--- src/rtl/sesg_pkg.sv ---
package sesg_pkg;

  localparam int WORD_W = 10;

  localparam logic [WORD_W-1:0] W_PRE  = 10'h3FF;
  localparam logic [WORD_W-1:0] W_ZERO = 10'h000;
  localparam logic [WORD_W-1:0] W_CBLK = 10'h200;
  localparam logic [WORD_W-1:0] W_YBLK = 10'h040;

  typedef enum logic [1:0] {
    SEG_BLANK = 2'd0,
    SEG_SAV   = 2'd1,
    SEG_ACT   = 2'd2,
    SEG_EAV   = 2'd3
  } seg_e;

  // Flag word of a timing code: fixed 1, F, V, H, four protection bits, two zero LSBs
  function automatic logic [WORD_W-1:0] xy_word(input logic f, input logic v, input logic h);
    return {1'b1, f, v, h, v ^ h, f ^ h, f ^ v, f ^ v ^ h, 2'b00};
  endfunction

  // Half-open window on a cyclic count; wraps when begin > end, empty when equal
  function automatic logic in_hwin(input logic [15:0] pos, input logic [15:0] b,
                                   input logic [15:0] e);
    if (b < e)      return (pos >= b) && (pos < e);
    else if (b > e) return (pos >= b) || (pos < e);
    else            return 1'b0;
  endfunction

  // Half-open line span
  function automatic logic in_span(input logic [15:0] pos, input logic [15:0] lo,
                                   input logic [15:0] hi);
    return (pos >= lo) && (pos < hi);
  endfunction

endpackage

--- src/rtl/sesg_raster.sv ---
module sesg_raster #(
  parameter int LEN_A   = 1716,
  parameter int LEN_B   = 1728,
  parameter int LINES_A = 525,
  parameter int LINES_B = 625,
  parameter int HW      = 11,
  parameter int LW      = 10
) (
  input  logic          clk,
  input  logic          rst_n,
  input  logic          std_i,
  output logic [HW-1:0] hcnt,
  output logic [LW-1:0] line,
  output logic          line_wrap
);

  localparam logic [HW-1:0] LAST_A = HW'(LEN_A - 1);
  localparam logic [HW-1:0] LAST_B = HW'(LEN_B - 1);
  localparam logic [LW-1:0] NL_A   = LW'(LINES_A);
  localparam logic [LW-1:0] NL_B   = LW'(LINES_B);

  logic [HW-1:0] last;
  logic [LW-1:0] nlines;

  assign last      = std_i ? LAST_B : LAST_A;
  assign nlines    = std_i ? NL_B : NL_A;
  assign line_wrap = (hcnt >= last);

  always_ff @(posedge clk or negedge rst_n) begin
    if (!rst_n) begin
      hcnt <= '0;
      line <= LW'(1);
    end else if (line_wrap) begin
      hcnt <= '0;
      line <= (line >= nlines) ? LW'(1) : line + LW'(1);
    end else begin
      hcnt <= hcnt + HW'(1);
    end
  end

endmodule

--- src/rtl/sesg_vtiming.sv ---
module sesg_vtiming
  import sesg_pkg::*;
#(
  parameter int LINES_A = 525,
  parameter int LINES_B = 625,
  parameter int VB_A    = 16,
  parameter int VB_B    = 20,
  parameter int LW      = 10,
  parameter int VW      = 5
) (
  input  logic          std_i,
  input  logic [LW-1:0] line,
  input  logic [VW-1:0] vbeg_i,
  input  logic [VW-1:0] vend_i,
  input  logic [VW-1:0] ftog_i,
  input  logic [1:0]    vbeg_dly_i,
  input  logic [1:0]    vend_dly_i,
  input  logic [1:0]    ftog_dly_i,
  output logic          v_flag,
  output logic          f_flag
);

  localparam logic [15:0] BASE2_A = 16'((LINES_A + 1) / 2);
  localparam logic [15:0] BASE2_B = 16'((LINES_B + 1) / 2);
  localparam logic [15:0] GAP_A   = 16'(VB_A);
  localparam logic [15:0] GAP_B   = 16'(VB_B);

  logic [15:0] l16, base2, gap;
  logic [15:0] v1b, v1e, v2b, v2e, t1, t2;

  always_comb begin
    l16   = 16'(line);
    base2 = std_i ? BASE2_B : BASE2_A;
    gap   = std_i ? GAP_B : GAP_A;
    v1b   = 16'd1 + 16'(vbeg_i) + 16'(vbeg_dly_i[0]);
    v2b   = base2 + 16'(vbeg_i) + 16'(vbeg_dly_i[1]);
    v1e   = 16'd1 + gap + 16'(vend_i) + 16'(vend_dly_i[0]);
    v2e   = base2 + gap + 16'(vend_i) + 16'(vend_dly_i[1]);
    t1    = 16'd1 + 16'(ftog_i) + 16'(ftog_dly_i[0]);
    t2    = base2 + 16'(ftog_i) + 16'(ftog_dly_i[1]);
  end

  assign v_flag = in_span(l16, v1b, v1e) | in_span(l16, v2b, v2e);
  assign f_flag = (l16 >= t2) | (l16 < t1);

endmodule

--- src/rtl/sesg_formatter.sv ---
module sesg_formatter
  import sesg_pkg::*;
#(
  parameter int LEN_A = 1716,
  parameter int LEN_B = 1728,
  parameter int ACT   = 1440,
  parameter int HW    = 11,
  parameter int HPW   = 11
) (
  input  logic              clk,
  input  logic              rst_n,
  input  logic              std_i,
  input  logic [HW-1:0]     hcnt,
  input  logic              v_flag,
  input  logic              f_flag,
  input  logic [WORD_W-1:0] pix_i,
  input  logic              cblank_i,
  input  logic [HPW-1:0]    hs_begin_i,
  input  logic [HPW-1:0]    hs_end_i,
  output logic [WORD_W-1:0] data_o,
  output logic              hs_o,
  output logic              vs_o,
  output logic              field_o,
  output logic              xy_q,
  output logic              cbl_q
);

  localparam logic [15:0] L_A   = 16'(LEN_A);
  localparam logic [15:0] L_B   = 16'(LEN_B);
  localparam logic [15:0] BLK_A = 16'(LEN_A - ACT - 8);
  localparam logic [15:0] BLK_B = 16'(LEN_B - ACT - 8);

  logic [15:0]       h16, len16, blk16;
  seg_e              seg;
  logic [1:0]        k;
  logic              chroma_pos, cbl_slot, xy_slot, hs_n;
  logic [WORD_W-1:0] word;

  always_comb begin
    h16   = 16'(hcnt);
    len16 = std_i ? L_B : L_A;
    blk16 = std_i ? BLK_B : BLK_A;

    if (h16 < blk16)               seg = SEG_BLANK;
    else if (h16 < blk16 + 16'd4)  seg = SEG_SAV;
    else if (h16 < len16 - 16'd4)  seg = SEG_ACT;
    else                           seg = SEG_EAV;

    // position inside a four-word code (start and end both aligned mod 4)
    k = (seg == SEG_SAV) ? (h16[1:0] - blk16[1:0]) : (h16[1:0] - len16[1:0]);

    // active word index parity: offset from blk+4 is even for chroma
    chroma_pos = ~(h16[0] ^ blk16[0]);
    cbl_slot   = (seg == SEG_ACT) && cblank_i && v_flag && chroma_pos;
    xy_slot    = ((seg == SEG_SAV) || (seg == SEG_EAV)) && (k == 2'd3);

    unique case (seg)
      SEG_BLANK: word = h16[0] ? W_YBLK : W_CBLK;
      SEG_ACT:   word = cbl_slot ? W_CBLK : pix_i;
      default: begin
        if (k == 2'd0)      word = W_PRE;
        else if (k == 2'd3) word = xy_word(f_flag, v_flag, seg == SEG_EAV);
        else                word = W_ZERO;
      end
    endcase

    hs_n = in_hwin(h16, 16'(hs_begin_i), 16'(hs_end_i));
  end

  always_ff @(posedge clk or negedge rst_n) begin
    if (!rst_n) begin
      data_o  <= '0;
      hs_o    <= 1'b0;
      vs_o    <= 1'b0;
      field_o <= 1'b0;
      xy_q    <= 1'b0;
      cbl_q   <= 1'b0;
    end else begin
      data_o  <= word;
      hs_o    <= hs_n;
      vs_o    <= v_flag;
      field_o <= f_flag;
      xy_q    <= xy_slot;
      cbl_q   <= cbl_slot;
    end
  end

endmodule

--- src/rtl/sav_eav_sync_gen.sv ---
module sav_eav_sync_gen #(
  parameter int LEN_A   = 1716,
  parameter int LEN_B   = 1728,
  parameter int ACT     = 1440,
  parameter int LINES_A = 525,
  parameter int LINES_B = 625,
  parameter int VB_A    = 16,
  parameter int VB_B    = 20,
  parameter int HPW     = 11,
  parameter int VW      = 5
) (
  input  logic           clk,
  input  logic           rst_n,
  input  logic           std_sel_i,
  input  logic [HPW-1:0] hs_begin_i,
  input  logic [HPW-1:0] hs_end_i,
  input  logic [VW-1:0]  vbeg_i,
  input  logic [VW-1:0]  vend_i,
  input  logic [VW-1:0]  ftog_i,
  input  logic [1:0]     vbeg_dly_i,
  input  logic [1:0]     vend_dly_i,
  input  logic [1:0]     ftog_dly_i,
  input  logic           cblank_i,
  input  logic [9:0]     pix_i,
  output logic [9:0]     data_o,
  output logic           hs_o,
  output logic           vs_o,
  output logic           field_o
);

  localparam int LEN_MAX = (LEN_A > LEN_B) ? LEN_A : LEN_B;
  localparam int HW      = $clog2(LEN_MAX);
  localparam int LW      = $clog2(((LINES_A > LINES_B) ? LINES_A : LINES_B) + 1);

  logic [HW-1:0] hcnt_w;
  logic [LW-1:0] line_w;
  logic          line_wrap_w, v_w, f_w, xy_q_w, cbl_q_w;

  sesg_raster #(
    .LEN_A(LEN_A), .LEN_B(LEN_B), .LINES_A(LINES_A), .LINES_B(LINES_B), .HW(HW), .LW(LW)
  ) u_raster (
    .clk(clk), .rst_n(rst_n), .std_i(std_sel_i),
    .hcnt(hcnt_w), .line(line_w), .line_wrap(line_wrap_w)
  );

  sesg_vtiming #(
    .LINES_A(LINES_A), .LINES_B(LINES_B), .VB_A(VB_A), .VB_B(VB_B), .LW(LW), .VW(VW)
  ) u_vtiming (
    .std_i(std_sel_i), .line(line_w),
    .vbeg_i(vbeg_i), .vend_i(vend_i), .ftog_i(ftog_i),
    .vbeg_dly_i(vbeg_dly_i), .vend_dly_i(vend_dly_i), .ftog_dly_i(ftog_dly_i),
    .v_flag(v_w), .f_flag(f_w)
  );

  sesg_formatter #(
    .LEN_A(LEN_A), .LEN_B(LEN_B), .ACT(ACT), .HW(HW), .HPW(HPW)
  ) u_formatter (
    .clk(clk), .rst_n(rst_n), .std_i(std_sel_i), .hcnt(hcnt_w),
    .v_flag(v_w), .f_flag(f_w), .pix_i(pix_i), .cblank_i(cblank_i),
    .hs_begin_i(hs_begin_i), .hs_end_i(hs_end_i),
    .data_o(data_o), .hs_o(hs_o), .vs_o(vs_o), .field_o(field_o),
    .xy_q(xy_q_w), .cbl_q(cbl_q_w)
  );

endmodule

--- config.mk ---
export PLATFORM = sky130hd
export DESIGN_NAME = sav_eav_sync_gen
export DESIGN_NICKNAME = d
export VERILOG_FILES = /design/src/rtl/sesg_pkg.sv /design/src/rtl/sesg_raster.sv /design/src/rtl/sesg_vtiming.sv /design/src/rtl/sesg_formatter.sv /design/src/rtl/sav_eav_sync_gen.sv
export SDC_FILE = /design/constraint.sdc
export NUM_CORES = 1
export LEC_CHECK = 0
export ABC_CLOCK_PERIOD_IN_PS = 7200
export BUFFER_PORTS_ARGS = -buffer_cell sky130_fd_sc_hd__buf_2
export CAP_MARGIN = 20
export CORE_ASPECT_RATIO = 1.4
export CORE_MARGIN = 2
export CORE_UTILIZATION = 33
export CTS_CLUSTER_DIAMETER = 120
export DETAILED_ROUTE_END_ITERATION = 10
export HOLD_SLACK_MARGIN = 0.02
export PLACE_DENSITY = 0.52
export SLEW_MARGIN = 25
export SYNTH_ARGS = -nofsm -noshare
export SYNTH_HDL_FRONTEND = slang
export SYNTH_SLANG_ARGS = --single-unit
--- constraint.sdc ---
create_clock -name clk -period 7.2 [get_ports clk]
set_clock_uncertainty 0.2 [all_clocks]
set_input_delay 0.36 -clock clk [delete_from_list [all_inputs] [get_ports clk]]
set_output_delay 0.36 -clock clk [all_outputs]
set_load 0.01 [all_outputs]
Yosys cells after proc, flatten, opt, wreduce, memory -nomap -nowiden:

Index checks and enable logic that the tools add are counted.

* add/sub/neg operators: 20
* bitwise logic cells: 8
* eq/ne operators: 4
* muxes and demuxes: 19
* $lt $le $gt $ge: 15
* reduce and logical (&&, ||, !) cells: 9

Operators by type and width (number)
* 16-bit by 1-bit adder with 16-bit output: 6
* 16-bit by 5-bit adder with 16-bit output: 4
* 10-bit 2-to-1 mux: 5
* 10-bit by 16-bit >= comparator with 1-bit output: 3
* 10-bit by 16-bit less-than comparator with 1-bit output: 3
* 11-bit by 16-bit less-than comparator with 1-bit output: 3
* 11-bit >= comparator: 2
* 11-bit less-than comparator: 2
* 10-bit case mux with 2 select lines: 1
* 1-bit by 16-bit adder with 16-bit output (first input constant): 1
* 16-bit adder: 1
* 16-bit by 3-bit adder with 16-bit output (second input constant): 1
* 16-bit by 3-bit subtractor with 16-bit output (second input constant): 1
* 7-bit 2-to-1 mux: 2
* 1-bit by 5-bit adder with 6-bit output (first input constant): 2
* 11-bit by 1-bit adder with 11-bit output (second input constant): 1
* 11-bit greater-than comparator: 1
* 11-bit 2-to-1 mux: 1
* 10-bit by 1-bit adder with 10-bit output (second input constant): 1
* 10-bit >= comparator: 1
* 2-bit == test (second input constant): 3
* 1-bit logical AND: 6
* 2-bit 2-to-1 mux: 3
* 6-bit 2-to-1 mux: 1
* other kinds (11): 20

* flip-flop bits (word level): 34

Longest topological paths before layout:

* depth in word-level cells: 12
* gate-level depth with buffers: 19
* gate-level depth less buffers: 19

By module:

Synthesis repeated with hierarchy kept, for this count alone.

* cell total of the unflattened synthesis: 557
* area, all modules: 4943.5 µm²

By module, submodules not included
* sesg_vtiming: sequential area each 0.0 µm², area an instance 2018.2 µm², instances 1, cells an instance 246
* sesg_formatter: sequential area each 375.4 µm², area an instance 1576.5 µm², instances 1, cells an instance 176
* sesg_raster: sequential area each 526.8 µm², area an instance 1348.8 µm², instances 1, cells an instance 135

Least setup slack after synthesis:

No wires, ideal clock.

* path type: input-to-reg
* start point: in std_sel_i
* end point: reg u_formatter.data_o[2]
* setup time: 0.065 ns
* slack: 3.071 ns
* cell stages on the path: 19
* arrival: 3.864 ns
* cells stage by stage: inv_1 > ha_1 > xnor2_1 > inv_1 > ha_1 > a21o_1 > a21oi_1 > nor2b_1 > o21ai_0 > o21a_1 > ha_1 > and4b_1 > o21ai_1 > a21oi_1 > a211oi_1 > or4_1 > buf_6 > o2111a_1 > nand2_1

* longest elaborated chain between the ends: 12
* elaborated cells on any way between the ends: 46
* classes of those cells: add/sub: 12; order compare: 7; eq/ne: 4; mux: 12; bitwise: 4; reduce/logical: 7

RTL lines
* from (decl): line sav_eav_sync_gen.sv:14 `input logic std_sel_i,`
* 3-bit 2-to-1 mux, or another cell as far along: line sesg_vtiming.sv:34 `gap = std_i ? GAP_B : GAP_A;`
* 1-bit by 16-bit adder with 16-bit output, or another cell as far along: line sesg_vtiming.sv:37 `v1e = 16'd1 + gap + 16'(vend_i) + 16'(vend_dly_i[0]);`
* 16-bit by 5-bit adder with 16-bit output, or another cell as far along: line sesg_vtiming.sv:37
* 16-bit by 1-bit adder with 16-bit output, or another cell as far along: line sesg_vtiming.sv:37
* 10-bit by 16-bit less-than comparator with 1-bit output or 2-bit 2-to-1 mux (tied branches): line sesg_pkg.sv:33, sesg_formatter.sv:45
* 1-bit logical AND or 2-bit 2-to-1 mux (tied branches): line sesg_pkg.sv:33, sesg_formatter.sv:44
* 1-bit bitwise OR, or another cell as far along: line sesg_vtiming.sv:43 `assign v_flag = in_span(l16, v1b, v1e) | in_span(l16, v2b, v2e);`
* 1-bit bitwise XOR, or another cell as far along (2 in series): line sesg_pkg.sv:19 `return {1'b1, f, v, h, v ^ h, f ^ h, f ^ v, f ^ v ^ h, 2'b00};`
* 10-bit 2-to-1 mux or 1-bit logical AND (tied branches): line sesg_formatter.sv:62, sesg_formatter.sv:54
* 10-bit 2-to-1 mux (on tied branches): line sesg_formatter.sv:61, sesg_formatter.sv:59
* 10-bit case mux with 2 select lines *: line sesg_formatter.sv:57 `unique case (seg)`
* via u_formatter.word[2]: line sesg_formatter.sv:37 `logic [WORD_W-1:0] word;`
* to (signal assigned): line sesg_formatter.sv:79 `data_o <= word;`
* to (decl): line sesg_formatter.sv:20 `output logic [WORD_W-1:0] data_o,`

The timed path passes the listed nets; every way through them passes the cells marked *.
A chain may end at the register's enable or synchronous reset.

Final worst setup path:

Ends and elaborated chain as after synthesis.

==> summary by stage <==
Clock tree
The number of sinks driven by the clock tree is 34. The clock tree from TritonCTS is yes. The post-CTS resize count is 0. The number of buffers added for setup after CTS is 0. The clock passes through at most 2 buffers. The number of clock buffers added by TritonCTS is 5. The depth of the CTS H-tree is 2. After clock tree synthesis, the clock-pin slew on the worst setup and hold paths is 0.05 ns. CTS placed an instance of clkbuf_16 at the clock tree root. For the worst-skew pair, the clock arrives at the later sink with an insertion delay of 0.28 ns.

Routing
In the final routed layout, each cell accounts on average for 14.41 um. The remaining antenna violation count is 0. The violation count after the first detailed-routing iteration is 110. The detail-routed via count per cell is 5.097.

The aggregate routed wire length is 11.46 mm. The first detailed-routing pass ran for 4 iterations. After detailed routing, the number of remaining DRC violations is 0. The via count is 4052.

Timing
The share of the clock period used by the worst path is 65.09%. The total count of max-transition violations in the final report is 0. The transition time at the pin with the least slew margin is 1.008 ns.

Headroom to the max-slew limit came out at 32.12%. The minimum hold slack is 0.1367 ns. The final hold violation count came to 0.

Derived from the worst setup path, the maximum achievable clock frequency is 213.4 MHz. Setup repair after global routing left no endpoint under its margin. Setup violations remaining at the end of the flow were counted as 0. After layout, the minimum clock period comes to 4.686 ns. Summed over all failing endpoints, the final setup total negative slack is 0 ns.

Worst setup path
The critical path's largest stage delay is 0.61 ns. The worst setup path is captured at a flop. The critical path data arrival time is 4.70 ns. The critical path goes through buf_2, inv_1, ha_1, xnor2_1, inv_1, ha_1, a21o_1, a21oi_1, nor2b_1, o21ai_0, o21a_1, ha_1, and4b_1, o21ai_1, a21oi_1, a211oi_1, or4_1, o2111a_1, nand2_1.

In this run the worst path has a maximum fanout of 20. In this run the critical register-to-register path is captured at u_formatter.data_o[2]. STA classifies the critical path startpoint as an input port. Across all register-to-register paths, the minimum setup slack is 4.03 ns. The endpoint required time on the critical path is 7.21 ns. The kind of critical path is in2reg.

On the critical path, the stage with the largest delay is an instance of or4_1. The worst register-to-register path begins at u_raster.line[0]. The library cell appearing most often on the critical path is ha_1. The number of cells on the worst reg-to-reg path is 9.

Placed design
The count of buffers added on input and output ports is 69. The half-perimeter wire length after detailed placement is 9.472 mm. The final weighted congestion of routability-driven global placement is 0.7768.

Die
The floorplan step defined a die boundary enclosing 15230 sq um. Measured along the y axis, the die boundary spans 145.2 um. The die span in x is 104.9 um.

The total number of placement rows is 51. The initial standard-cell utilization of the core is 33.80%. For this design the top-level I/O count stands at 70. The floorplan core area is 13910 sq um.

GRT
The initial antenna violation count is 0. The total grt overflow is 0. The first-pass GRT wire length is 19.42 mm. The global router's overall resource usage is 15.36%. The via count of the first global-routing pass is 4186. The largest net degree at the start of global routing is 35.

Logic synthesis
Synthesis instantiated 62 different standard cells from the library. Synthesis handed over a netlist of 542 instances. Yosys printed 0 warnings. In the post-synthesis netlist, the biggest area contributors are ha_1, dfrtp_1, inv_1, xnor2_1, o21ai_0.

The async set-or-reset flop fraction in the synthesized netlist is 100.0%. The fraction of synthesized cell area taken by the top area cell type is 31.40%. The post-synthesis average cell area is 8.675 sq um. The portion of the post-synthesis area used by sequential elements is 18.12%.

The number of synthesized register bits is 34. After synthesis, the most frequently instantiated cells are ha_1, inv_1, nor2_1, dfrtp_1, o21ai_0. Of all cell types, the one taking the most synthesized area is ha_1. Summing every instance area after synthesis gives 4702 sq um. Counting flops with a built-in enable in the synthesized netlist gives 0. The most common cell in the synthesized netlist is ha_1. For this run, the leading register cell type out of synthesis is dfrtp_1.

Finish
The relative area change from synthesis to final layout is 14.50%. The count of fill cells added during filler insertion is 1506. The antenna diode instance count is 0. The post-route netlist has 14.59% of its cells at a drive strength greater than 1.

The net count of the finished layout is 787.

Hold path
The path class of the lowest-slack min-delay path is in2reg. The worst hold path terminates at u_formatter.data_o[0]. The number of stages on the worst hold path is 3.

The worst hold path begins at pix_i[0].

Pwr
Power spread over the standard cell area amounts to 220.7 nW/um^2. IR analysis of the VDD net gives a maximum drop of 99.35 uV. The static leakage is 2.879 nW.

Run status
The run finished with clean final reports.

Flow run
Max-cap violations in this run came to 0.
-- power by group --
part | total (mW) | leakage, nW | switching [mW] | internal (mW)
logic | 0.601 | 2.37 | 0.322 | 0.278
registers | 0.373 | 0.431 | 0.114 | 0.259
clock network | 0.215 | 0.0739 | 0.0775 | 0.137
total | 1.19 | 2.88 | 0.514 | 0.674
-- worst max-delay path, delay by kind of cell --
| family | cells | cell delay, ns |
|---|---|---|
| adders and majority gates | 3 | 0.94 |
| buffers and inverters | 3 | 0.85 |
| and+or+nand+nor | 4 | 0.92 |
| AOI/OAI and AO/OA | 8 | 1.32 |
| xor gates and xnor gates | 1 | 0.30 |
-- logic make-up (layout without fill, tap and decap cells) --
family                   Yosys count  in the layout  synth area share, %
AO/OA/AOI/OAI                    139            139                21.16
buffers and inverters             85            152                7.451
multiplexers                       1              1               0.2129
adder cells (fa/ha/maj)          123            123                33.10
AND/OR/NAND/NOR                  125            125                13.54
XOR/XNOR                          34             34                6.333
other                              1              2              0.07975
flip-flops                        34             34                18.12
-- per-layer routing --
metal	vias up	wire, um	global-route usage, %
met4	0	165	3.933
li1	2072	-	-
met2	64	6524	31.66
met5	-	0	0
met3	12	307	1.527
met1	1904	4458	15.98
-- area by class of cell --
cell class | instances | area (sq um) | area share (%)
clock buffer | 7 | 142.6 | 2.649
timing repair buffer | 71 | 362.8 | 6.739
inverter | 73 | 274.0 | 5.089
tap | 185 | 231.5 | 4.299
multi-input combinational | 424 | 3516 | 65.30
clock inverter | 1 | 5.005 | 0.09296
sequential | 34 | 852.1 | 15.83
-- worst max-delay path by stage --
| stage | end | slack [ns] | cells past startpoint | startpoint |
|---|---|---|---|---|
| 2_1_floorplan | u_formatter.data_o[2] | 3.07 | 19 | std_sel_i |
| 3_3_place_gp | u_formatter.data_o[2] | 2.28 | 19 | std_sel_i |
| 3_5_place_dp | u_formatter.data_o[2] | 2.16 | 19 | std_sel_i |
| 4_1_cts | u_formatter.data_o[2] | 2.44 | 19 | std_sel_i |
| 5_1_grt | u_formatter.data_o[2] | 2.18 | 19 | std_sel_i |
| 6_report | u_formatter.data_o[2] | 2.51 | 19 | std_sel_i |
-- stage by stage --
step	instances	setup WS [ns]	total power [mW]	cell area, sq um	utilization [%]
2_1_floorplan	543	3.071	0.7878	4706	-
3_3_place_gp	786	2.283	0.9721	5226	37.57
3_5_place_dp	786	2.159	0.9860	5226	37.57
4_1_cts	795	2.444	1.209	5384	38.70
5_1_grt	795	2.184	1.314	5384	38.70
6_report	795	2.514	1.188	5384	38.70
-- what timing repair did --
action,4_1_cts,5_1_grt
hold buffers,1,0
endpoints found under the setup margin,0,0
hold endpoints to repair,33,0
-- sequential cells by signal, indices dropped and copies added, names as in the netlist --
signal,count
u_raster.hcnt,11
u_formatter.data_o,10
u_raster.line,10
u_formatter.field_o,1
u_formatter.hs_o,1
u_formatter.vs_o,1
-- cell usage in the layout (no fill, tap or decap), drive strengths merged, types with 6 or more instances in the layout --
cell,n
ha,118
inv,73
buf,70
nor2,34
dfrtp,33
o21ai,31
nand2,26
a21oi,26
xnor2,21
a21o,18
nor2b,14
xor2,13
nand3,13
and3,9
a211oi,9
a22o,7
clkbuf,7
o21a,6
o2111ai,6
Note: power is estimated with default switching activity, not from simulation.
